[config.mk]
export PLATFORM = sky130hd
export DESIGN_NAME = ipi_ctrl
export DESIGN_NICKNAME = d
export VERILOG_FILES = /design/src/rtl/ipi_pkg.sv /design/src/rtl/ipi_cmd_decode.sv /design/src/rtl/ipi_pending_matrix.sv /design/src/rtl/ipi_readback.sv /design/src/rtl/ipi_ctrl.sv
export SDC_FILE = /design/constraint.sdc
export NUM_CORES = 1
export LEC_CHECK = 0
export BUFFER_PORTS_ARGS = -buffer_cell sky130_fd_sc_hd__buf_2
export CORE_MARGIN = 8
export CORE_UTILIZATION = 35
export CTS_CLUSTER_DIAMETER = 100
export CTS_CLUSTER_SIZE = 14
export DETAILED_ROUTE_END_ITERATION = 8
export PLACE_DENSITY = 0.61
export SYNTH_ARGS = -nofsm -noshare
export SYNTH_HDL_FRONTEND = slang
export SYNTH_SLANG_ARGS = --single-unit
[constraint.sdc]
create_clock -name clk -period 3.1 [get_ports clk]
set_input_delay 0.465 -clock clk [delete_from_list [all_inputs] [get_ports clk]]
set_output_delay 0.465 -clock clk [all_outputs]
set_load 0.01 [all_outputs]
[src/rtl/ipi_pkg.sv]
// Shared opcode encoding for the inter-processor interrupt controller.
package ipi_pkg;

    // Command opcodes carried on cmd_op
    typedef enum logic [1:0] {
        OP_SEND   = 2'b00,
        OP_ACK    = 2'b01,
        OP_QUERY  = 2'b10,
        OP_SOURCE = 2'b11
    } ipi_op_e;

    // Decoded command strobes, at most one high
    typedef struct packed {
        logic is_send;
        logic is_ack;
        logic is_query;
        logic is_source;
    } ipi_dec_t;

endpackage

[src/rtl/ipi_cmd_decode.sv]
// Command decoder. It turns one command (issuer, opcode, argument) into
// per-cell set and clear strobes for the pending matrix and into query strobes.
// Assumes at most one command per cycle. Indices outside the core count are
// dropped. Cell index = sender * NUM_CORES + target.
module ipi_cmd_decode #(
    parameter  int NUM_CORES = 4,
    localparam int CORE_W    = (NUM_CORES > 1) ? $clog2(NUM_CORES) : 1,
    localparam int CELLS     = NUM_CORES * NUM_CORES
) (
    input  logic              cmd_valid,
    input  logic [1:0]        cmd_op,
    input  logic [CORE_W-1:0] cmd_core,
    input  logic [CORE_W-1:0] cmd_arg,
    output logic [CELLS-1:0]  set_vec,
    output logic [CELLS-1:0]  clr_vec,
    output logic              do_query,
    output logic              do_source
);
    import ipi_pkg::*;

    ipi_dec_t dec;
    logic     core_ok;
    logic     arg_ok;

    // Opcode decode gated by valid
    always_comb begin
        dec           = '0;
        dec.is_send   = cmd_valid && (cmd_op == OP_SEND);
        dec.is_ack    = cmd_valid && (cmd_op == OP_ACK);
        dec.is_query  = cmd_valid && (cmd_op == OP_QUERY);
        dec.is_source = cmd_valid && (cmd_op == OP_SOURCE);
    end

    // Range checks on the index fields
    always_comb begin
        core_ok = (int'(cmd_core) < NUM_CORES);
        arg_ok  = (int'(cmd_arg) < NUM_CORES);
    end

    // Per-cell strobes: send sets (issuer, arg), ack clears (arg, issuer)
    always_comb begin
        set_vec = '0;
        clr_vec = '0;
        for (int s = 0; s < NUM_CORES; s++) begin
            for (int t = 0; t < NUM_CORES; t++) begin
                set_vec[s*NUM_CORES+t] = dec.is_send && core_ok && arg_ok &&
                                         (int'(cmd_core) == s) && (int'(cmd_arg) == t);
                clr_vec[s*NUM_CORES+t] = dec.is_ack && core_ok && arg_ok &&
                                         (int'(cmd_arg) == s) && (int'(cmd_core) == t);
            end
        end
    end

    // Query strobes, with the issuer checked for range
    always_comb begin
        do_query  = dec.is_query && core_ok;
        do_source = dec.is_source && core_ok;
    end

endmodule

[src/rtl/ipi_pending_matrix.sv]
// Sender-by-target pending matrix. It holds one bit per cell, drives one IRQ
// line per target as the OR of its column, and registers one event pulse per
// target when a send sets a bit that was clear. Assumes set and clear never hit
// the same cell in one cycle. Synchronous active-low reset.
module ipi_pending_matrix #(
    parameter  int NUM_CORES = 4,
    localparam int CELLS     = NUM_CORES * NUM_CORES
) (
    input  logic                 clk,
    input  logic                 rst_n,
    input  logic [CELLS-1:0]     set_vec,
    input  logic [CELLS-1:0]     clr_vec,
    output logic [CELLS-1:0]     pend,
    output logic [NUM_CORES-1:0] irq,
    output logic [NUM_CORES-1:0] new_evt
);
    logic [CELLS-1:0]     fresh;
    logic [NUM_CORES-1:0] fresh_col;

    // One storage cell per (sender, target) pair
    for (genvar g = 0; g < CELLS; g++) begin : g_cell
        // Set wins over hold; clear only when no set targets the cell
        always_ff @(posedge clk) begin
            if (!rst_n)
                pend[g] <= 1'b0;
            else if (set_vec[g])
                pend[g] <= 1'b1;
            else if (clr_vec[g])
                pend[g] <= 1'b0;
        end
    end

    // A set counts as new only when the cell was clear
    always_comb fresh = set_vec & ~pend;

    // Column reductions: IRQ per target and new-set flag per target
    always_comb begin
        irq       = '0;
        fresh_col = '0;
        for (int t = 0; t < NUM_CORES; t++) begin
            for (int s = 0; s < NUM_CORES; s++) begin
                irq[t]       = irq[t] | pend[s*NUM_CORES+t];
                fresh_col[t] = fresh_col[t] | fresh[s*NUM_CORES+t];
            end
        end
    end

    // Register the event so it lines up with the new pending bit
    always_ff @(posedge clk) begin
        if (!rst_n)
            new_evt <= '0;
        else
            new_evt <= fresh_col;
    end

endmodule

[src/rtl/ipi_readback.sv]
// Shared readback register. A status query loads 1 in bit 0 when the pair
// (issuer, target) is pending. A source query loads the issuer's pending column
// as a sender mask. The value holds until the next query. Assumes the issuer
// index has been range-checked upstream.
module ipi_readback #(
    parameter  int NUM_CORES = 4,
    localparam int CORE_W    = (NUM_CORES > 1) ? $clog2(NUM_CORES) : 1,
    localparam int CELLS     = NUM_CORES * NUM_CORES
) (
    input  logic                 clk,
    input  logic                 rst_n,
    input  logic                 do_query,
    input  logic                 do_source,
    input  logic [CORE_W-1:0]    cmd_core,
    input  logic [CORE_W-1:0]    cmd_arg,
    input  logic [CELLS-1:0]     pend,
    output logic [NUM_CORES-1:0] rb
);
    logic                 pair_hit;
    logic [NUM_CORES-1:0] src_mask;

    // Select the addressed pair and the issuer's column
    always_comb begin
        pair_hit = 1'b0;
        src_mask = '0;
        for (int s = 0; s < NUM_CORES; s++) begin
            for (int t = 0; t < NUM_CORES; t++) begin
                if (int'(cmd_core) == s && int'(cmd_arg) == t)
                    pair_hit = pend[s*NUM_CORES+t];
                if (int'(cmd_core) == t)
                    src_mask[s] = pend[s*NUM_CORES+t];
            end
        end
    end

    // Load on query commands only, hold otherwise
    always_ff @(posedge clk) begin
        if (!rst_n)
            rb <= '0;
        else if (do_query)
            rb <= {{(NUM_CORES-1){1'b0}}, pair_hit};
        else if (do_source)
            rb <= src_mask;
    end

endmodule

[src/rtl/ipi_ctrl.sv]
// Top of the inter-processor interrupt controller. It accepts one command per
// cycle from an external fixed-priority selector and keeps a sender-by-target
// pending matrix. It drives one IRQ line and one event pulse per target and
// answers queries through one readback register. Synchronous active-low reset.
module ipi_ctrl #(
    parameter  int NUM_CORES = 4,
    localparam int CORE_W    = (NUM_CORES > 1) ? $clog2(NUM_CORES) : 1
) (
    input  logic                 clk,
    input  logic                 rst_n,
    input  logic                 cmd_valid,
    input  logic [CORE_W-1:0]    cmd_core,
    input  logic [1:0]           cmd_op,
    input  logic [CORE_W-1:0]    cmd_arg,
    output logic [NUM_CORES-1:0] readback_o,
    output logic [NUM_CORES-1:0] irq_o,
    output logic [NUM_CORES-1:0] send_evt_o
);
    localparam int CELLS = NUM_CORES * NUM_CORES;

    logic [CELLS-1:0] set_vec;
    logic [CELLS-1:0] clr_vec;
    logic [CELLS-1:0] pend;
    logic             do_query;
    logic             do_source;

    ipi_cmd_decode #(.NUM_CORES(NUM_CORES)) u_decode (
        .cmd_valid (cmd_valid),
        .cmd_op    (cmd_op),
        .cmd_core  (cmd_core),
        .cmd_arg   (cmd_arg),
        .set_vec   (set_vec),
        .clr_vec   (clr_vec),
        .do_query  (do_query),
        .do_source (do_source)
    );

    ipi_pending_matrix #(.NUM_CORES(NUM_CORES)) u_matrix (
        .clk     (clk),
        .rst_n   (rst_n),
        .set_vec (set_vec),
        .clr_vec (clr_vec),
        .pend    (pend),
        .irq     (irq_o),
        .new_evt (send_evt_o)
    );

    ipi_readback #(.NUM_CORES(NUM_CORES)) u_readback (
        .clk       (clk),
        .rst_n     (rst_n),
        .do_query  (do_query),
        .do_source (do_source),
        .cmd_core  (cmd_core),
        .cmd_arg   (cmd_arg),
        .pend      (pend),
        .rb        (readback_o)
    );

endmodule

==> summary.md, run 1 <==
| Metric | Value |
|---|---|
| # nets final | `175` |
| Die H | `79.6 um` |
| DRC viols | `0` |
| Post-layout util | `0.399` |
| Final WL | `between 3000 and 4000 um` |
| PwrDens | `roughly 390 nW/um^2` |
| Final slew viol count | `0` |
| CP Capture Type | `output pin` |
| Overall power | `~620 uW` |
| Reg power frac | `0.515` |
| Gr usage total | `0.127` |
| Worst hold path class | `in -> reg` |
| Total Neg Setup Slack | `0 ps` |
| Async S/R FF share, synth | `0` |
| CTS tree | `yes` |
| Drt pass-1 iters | `4` |
| Vias | `approximately 1300` |
| Top-Level Pins | `21` |
| Yosys cell types | `35` |
| Max clock buf depth | `2` |
| Fin. Hold Viols | `0` |
| Post-CTS sizing | `0` |
| Share of post-route cells with drive strength above 1 | `0.230` |
| Clock sink count | `24` |
| First-pass GRT wire length | `~6400 um` |
| Actual slew at the worst max-slew pin | `roughly 800 ps` |
| Cts hold-fix bufs | `0` |
| Antenna viol nets, final | `0` |
| Tcrit/Tclk final | `0.580` |
| Sw Ratio | `0.263` |
| FF+latch count, synth | `24` |
| Tmin final | `between 1500 and 2000 ps` |
| Initial antenna violation count | `0` |
| Area Growth Syn to Fin | `10.9%` |
| CTS buffer count | `3` |
| Root buf cell | `clkbuf_8` |
| Floorplan Core Area | `3940 um^2` |
| Initial drt markers | `about 110` |
| Data required, critical path | `around 2600 ps` |
| Fillers | `between 300 and 400` |
| Clock power frac | `0.353` |
| Layout Cell Area excl Fill | `1570 um^2` |
| Vias in the first global route | `~1200` |
| Main synth FF type | `dfxtp_1` |
| Crit path kind | `reg -> out` |
| Max Freq | `between 500 and 600 MHz` |
| Synth Instances | `between 150 and 200` |
| GPL Wtd Cong | `between 0.8 and 0.9` |
| H-tree Lvls | `1` |
| Worst Path Max Fanout | `7` |
| Leak | `about 0.00057 uW` |
| Relative slew margins | `0.467` |
| Mapped Nets | `164` |
| Net switching power figure | `approximately 160 uW` |
| Pin count of the biggest net entering global routing | `27` |
| Netlist Area Pre-Place | `1420 um^2` |
| Die area | `6340 um^2` |
| CTS clk-pin slew, worst paths | `approximately 90 ps` |
| Placed inst area | `around 1500 um^2` |
| # port buffers | `20` |
| Worst hold margin | `approximately 450 ps` |
| Worst-skew pair later-pin latency | `270 ps` |
| Starting Density | `0.360` |
| Skew final | `2.06 ps` |
| Status | `completed` |
| Post-DR wirelength/cell | `18.3 um` |
| Gr ovfl total | `0` |
| RSZ-0062 raised after global routing | `no` |
| Multi-input logic area | `between 800 and 900 um^2` |
| Diode count | `0` |
| Max-cap violations | `0` |
| Startpoint Class | `flop` |
| Post-DR vias/cell | `6.18` |
| Synth Warn # | `0` |
| Worst VDD drop | `approximately 0.27 mV` |
| Register area | `between 400 and 500 um^2` |
| Post-synth EDFFs | `0` |
| Row cnt | `23` |
| P_int | `455 uW` |
| DIE WIDTH | `approximately 80 um` |
| Seq/Total Area, Yosys | `0.339` |
| Syn avg cell area | `9.15 um^2` |
| Logic pwr share | `0.132` |
| Detailed Place HPWL | `2720 um` |
| Worst path arrival time | `~1300 ps` |
| Count of final setup violators | `0` |
| Post-CTS Setup Inserts | `0` |
-- cell usage after synthesis (2+ instances only) --
cell type | instances | area, um^2
o41ai_1 | 3 | 26.3
nor3_1 | 8 | 40.0
nor4_1 | 3 | 18.8
buf_2 | 7 | 35.0
clkbuf_1 | 6 | 22.5
o31ai_1 | 7 | 52.6
and3_1 | 3 | 18.8
nor2_1 | 7 | 26.3
o21ai_0 | 15 | 75.1
mux4_2 | 11 | 248
inv_1 | 4 | 15.0
nand3_1 | 2 | 10.0
a22oi_1 | 3 | 22.5
o21a_1 | 4 | 30.0
dfxtp_1 | 24 | 480
or2_2 | 2 | 12.5
nand2b_1 | 2 | 12.5
or4_1 | 5 | 37.5
nand2_1 | 4 | 15.0
a21oi_1 | 19 | 95.1
nor2b_1 | 2 | 12.5
-- per-stage QoR --
stage | setup slack [ps] | cells
6_report | 1300 | 215
5_1_grt | 1240 | 215
4_1_cts | 1300 | 215
3_5_place_dp | 1080 | 211
3_3_place_gp | 1160 | 211
2_1_floorplan | 1480 | 155
-- state kept, by name, indices dropped and copies added (netlist names) --
signal / flops
u_matrix.new_evt: 4
u_readback.rb: 4
u_matrix.pend: 16
-- routing by layer --
metal / vias up / routed length, um / part of all wire / track usage
li1: 623 / - / - / -
met1: 669 / 1720 / 0.44 / 0.163
met2: 35 / 1880 / 0.48 / 0.200
met3: 2 / 295 / 0.075 / 0.0405
met4: 0 / 26 / 0.0066 / 0.0296
met5: - / 0 / 0 / 0
-- worst max-delay path: stages (launching register included) --
cell and delay [ps]:
dfxtp_1 380, or4_1 520, buf_2 160
-- cell type report --
type | instances | area share
Clock buffer | 4 | 0.0350
Inverter | 4 | 0.00955
Multi-Input combinational cell | 113 | 0.547
Sequential cell | 24 | 0.305
Tap cell | 50 | 0.0398
Timing Repair Buffer | 20 | 0.0636
-- kinds of logic after synthesis --
kind of cell / after synthesis / share of synthesized area
buffers and inverters: 18 / 0.0547
flip-flops: 24 / 0.339
AND/OR/NAND/NOR: 43 / 0.171
AO/OA/AOI/OAI: 58 / 0.252
multiplexers: 12 / 0.183
-- final timing paths --
kind	startpoint	to	slack, ps	cells past startpoint
min	rst_n	u_matrix.new_evt[0]	450	3
min reg2reg	u_readback.rb[1]	u_readback.rb[1]	520	2
max reg2reg	u_matrix.pend[2]	u_readback.rb[0]	1720	4
max	u_matrix.pend[14]	irq_o[2]	1300	2
-- cells in the final DEF, fill, tap and decap left out, drive strengths merged --
master  synthesis  routed
inv             4       4
a22oi           3       3
or4             5       5
nand2b          2       2
mux2            1       1
o22ai           1       1
nor3            8       8
o21ai          15      15
nand3           2       2
nor2b           2       2
o21a            4       4
a311oi          1       1
or3             1       1
buf             7      20
mux4           11      11
o41ai           3       3
or2             2       2
clkbuf          7       4
o21bai          1       1
o31a            1       1
nor4b           1       1
a32o            1       1
dfxtp          24      24
a211o           1       1
a21oi          19      19
or3b            1       1
nor3b           1       1
a31oi           1       1
nand3b          1       1
and3            3       3
nor2            7       7
nor4            3       3
o31ai           7       7
nand2           4       4
-- power by group through the flow --
stage          clock network [uW]  logic, uW  registers, uW
3_5_place_dp                    0       80.9            325
6_report                      218       81.3            318
4_1_cts                       224       81.4            318
3_3_place_gp                    0       80.1            325
2_1_floorplan                   0       59.2            324
5_1_grt                       241       88.5            319
(Power assumes the default switching activity.)
==> run 2: changes to the inputs <==
--- a/config.mk
+++ b/config.mk
@@ -5,13 +5,14 @@
 export SDC_FILE = /design/constraint.sdc
 export NUM_CORES = 1
 export LEC_CHECK = 0
+export ABC_AREA = 1
 export BUFFER_PORTS_ARGS = -buffer_cell sky130_fd_sc_hd__buf_2
 export CORE_MARGIN = 8
 export CORE_UTILIZATION = 35
 export CTS_CLUSTER_DIAMETER = 100
 export CTS_CLUSTER_SIZE = 14
 export DETAILED_ROUTE_END_ITERATION = 8
-export PLACE_DENSITY = 0.61
+export PLACE_DENSITY = 0.62
 export SYNTH_ARGS = -nofsm -noshare
 export SYNTH_HDL_FRONTEND = slang
 export SYNTH_SLANG_ARGS = --single-unit
==> constraint.sdc (replaced) <==
create_clock -name clk -period 1.8 [get_ports clk]
set_input_delay 0.27 -clock clk [delete_from_list [all_inputs] [get_ports clk]]
set_output_delay 0.27 -clock clk [all_outputs]
set_load 0.01 [all_outputs]
==> run 2 against run 1 <==
  * Die area fell by 2.3%
  * Utilization rose by 1.7 points
  * Via count rose by 13%
  * Non-clock buffer count rose by 5
  * First-iteration DRC count rose by 2.9%
  * Sequential power rose by 70%
  * Cell count rose by 34%
==> summary.md, run 2 <==
| Metric | Value |
|---|---|
| First-pass GRT wire length | `just over 7000 um` |
| Worst hold path class | `in -> reg` |
| Worst path arrival time | `1280 ps` |
| # nets final | `249` |
| Cts hold-fix bufs | `0` |
| Overall power | `1000 uW` |
| FF+latch count, synth | `24` |
| Dominant cells by area after synthesis | `dfxtp_1 35%, inv_1 10%, nand2_1 9.8%, a21oi_1 8.0%, nor2_1 7.9%` |
| # port buffers | `20` |
| Hold path cells | `3` |
| Seq/Total Area, Yosys | `0.349` |
| Initial drt markers | `108` |
| Share of post-route cells with drive strength above 1 | `0.155` |
| Detailed Place HPWL | `~3400 um` |
| Clock sink count | `24` |
| Largest register FFs | `16` |
| Crit path kind | `reg -> out` |
| Main synth FF type | `dfxtp_1` |
| Synth top area share | `0.349` |
| Netlist Area Pre-Place | `around 1400 um^2` |
| Fin. Hold Viols | `0` |
| Post-layout util | `0.416` |
| Root buf cell | `clkbuf_8` |
| Pin count of the biggest net entering global routing | `13` |
| CTS tree | `yes` |
| Floorplan Core Area | `around 3900 um^2` |
| CTS buffer count | `3` |
| Die H | `between 70 and 80 um` |
| Max-cap violations | `0` |
| Worst VDD drop | `0.441 mV` |
| Reg2Reg Depth | `10` |
| Placed inst area | `1570 um^2` |
| Max Freq | `roughly 640 MHz` |
| Starting Density | `0.355` |
| Diode count | `0` |
| Synth top cells by count | `38 x inv_1, 36 x nand2_1, 29 x nor2_1, 24 x dfxtp_1, 22 x a21oi_1` |
| Worst-skew pair later-pin latency | `roughly 270 ps` |
| Synth Warn # | `0` |
| Leak | `roughly 0.00063 uW` |
| Initial antenna violation count | `0` |
| PwrDens | `619 nW/um^2` |
| Final WL | `4270 um` |
| Vias in the first global route | `between 1000 and 1500` |
| Gr ovfl total | `0` |
| Syn avg cell area | `6.53 um^2` |
| Post-DR vias/cell | `5.20` |
| Antenna viol nets, final | `0` |
| Reg with most FFs | `u_matrix.pend` |
| Tcrit/Tclk final | `0.863` |
| Most instantiated library cell after synthesis | `inv_1` |
| Post-DR wirelength/cell | `between 10 and 15 um` |
| Count of final setup violators | `0` |
| Synth Instances | `211` |
| H-tree Lvls | `1` |
| Max clock buf depth | `2` |
| Regs by FF count | `u_matrix.pend: 16 flops, u_matrix.new_evt: 4 flops, u_readback.rb: 4 flops` |
| DRC viols | `0` |
| Row cnt | `23` |
| Tmin final | `1550 ps` |
| Mapped Nets | `220` |
| Yosys cell types | `26` |
| Post-CTS Setup Inserts | `0` |
| Layout Cell Area excl Fill | `roughly 1600 um^2` |
| CP Capture Type | `output pin` |
| Relative slew margins | `0.775` |
| Cell taking the most area after synthesis | `dfxtp_1` |
| Die area | `6200 um^2` |
| Final slew viol count | `0` |
| Data required, critical path | `1530 ps` |
| Status | `completed` |
| RSZ-0062 raised after global routing | `no` |
| Fillers | `between 400 and 500` |
| Total Neg Setup Slack | `0 ps` |
| Post-synth EDFFs | `0` |
| Skew final | `7.76 ps` |
| Actual slew at the worst max-slew pin | `about 340 ps` |
| Commonest cells after routing, fill and taps aside | `38 x inv_1, 36 x nand2_1, 29 x nor2_1` |
| Top-Level Pins | `21` |
| DIE WIDTH | `78.7 um` |
| Drt pass-1 iters | `4` |
| Async S/R FF share, synth | `0` |
| Commonest non-fill, non-tap cell in the layout | `inv_1` |
| Worst Path Max Fanout | `5` |
| CTS clk-pin slew, worst paths | `approximately 80 ps` |
| Post-CTS sizing | `0` |
| Area Growth Syn to Fin | `17.3%` |
| Vias | `1499` |
| Startpoint Class | `flop` |
| GPL Wtd Cong | `0.898` |
| Gr usage total | `0.142` |
[run 2: area by class of cell]
type	count	area [um^2]	area share
flip-flops and latches	24	480	0.297
clock buffers	3	41.3	0.0256
well taps	50	62.6	0.0387
inverters	41	154	0.0953
repair buffers	25	138	0.0852
multi-input cells	145	739	0.458
[run 2: per-layer routing]
| metal | vias up | share of wire | global-route usage |
|---|---|---|---|
| met5 | - | 0 | 0 |
| met4 | 0 | 0.0068 | 0.0278 |
| met3 | 2 | 0.058 | 0.0282 |
| met2 | 45 | 0.46 | 0.229 |
| met1 | 696 | 0.48 | 0.192 |
| li1 | 756 | - | - |
[run 2: final timing paths]
kind	start	endpoint	slack [ps]
worst min register to register	u_readback.rb[3]	u_readback.rb[3]	490
worst max-delay path	u_matrix.pend[14]	irq_o[2]	250
worst min-delay path	rst_n	u_readback.rb[0]	340
worst max register to register	u_matrix.pend[2]	u_readback.rb[0]	530
[run 2: critical path, cell delays in order, from the launching register on]
cell and delay (ps):
dfxtp_1 360, or4_1 500, buf_2 150
[run 2: metrics by stage]
stage | hold slack [ps] | setup WS, ps | std cells
floorplan | 408 | 524 | 211
global placement | 473 | 238 | 285
detailed placement | 477 | 225 | 285
CTS | 332 | 239 | 288
global route | 345 | 192 | 288
finish | 335 | 247 | 288
[run 2: logic make-up after synthesis]
family                 after synthesis  share of synthesized area
DFF                                 24                      0.349
AOI/OAI and AO/OA                   60                      0.253
and+or+nand+nor                     85                      0.284
buffers and inverters               42                      0.114
[run 2: where the power goes]
| part | internal [uW] | total, uW | switching, uW | leakage, uW |
|---|---|---|---|---|
| Combinational | 41.4 | 137 | 95.4 | 0.000417 |
| Sequential | 538 | 542 | 4.21 | 0.000194 |
| Clock | 150 | 321 | 171 | 0.0000216 |
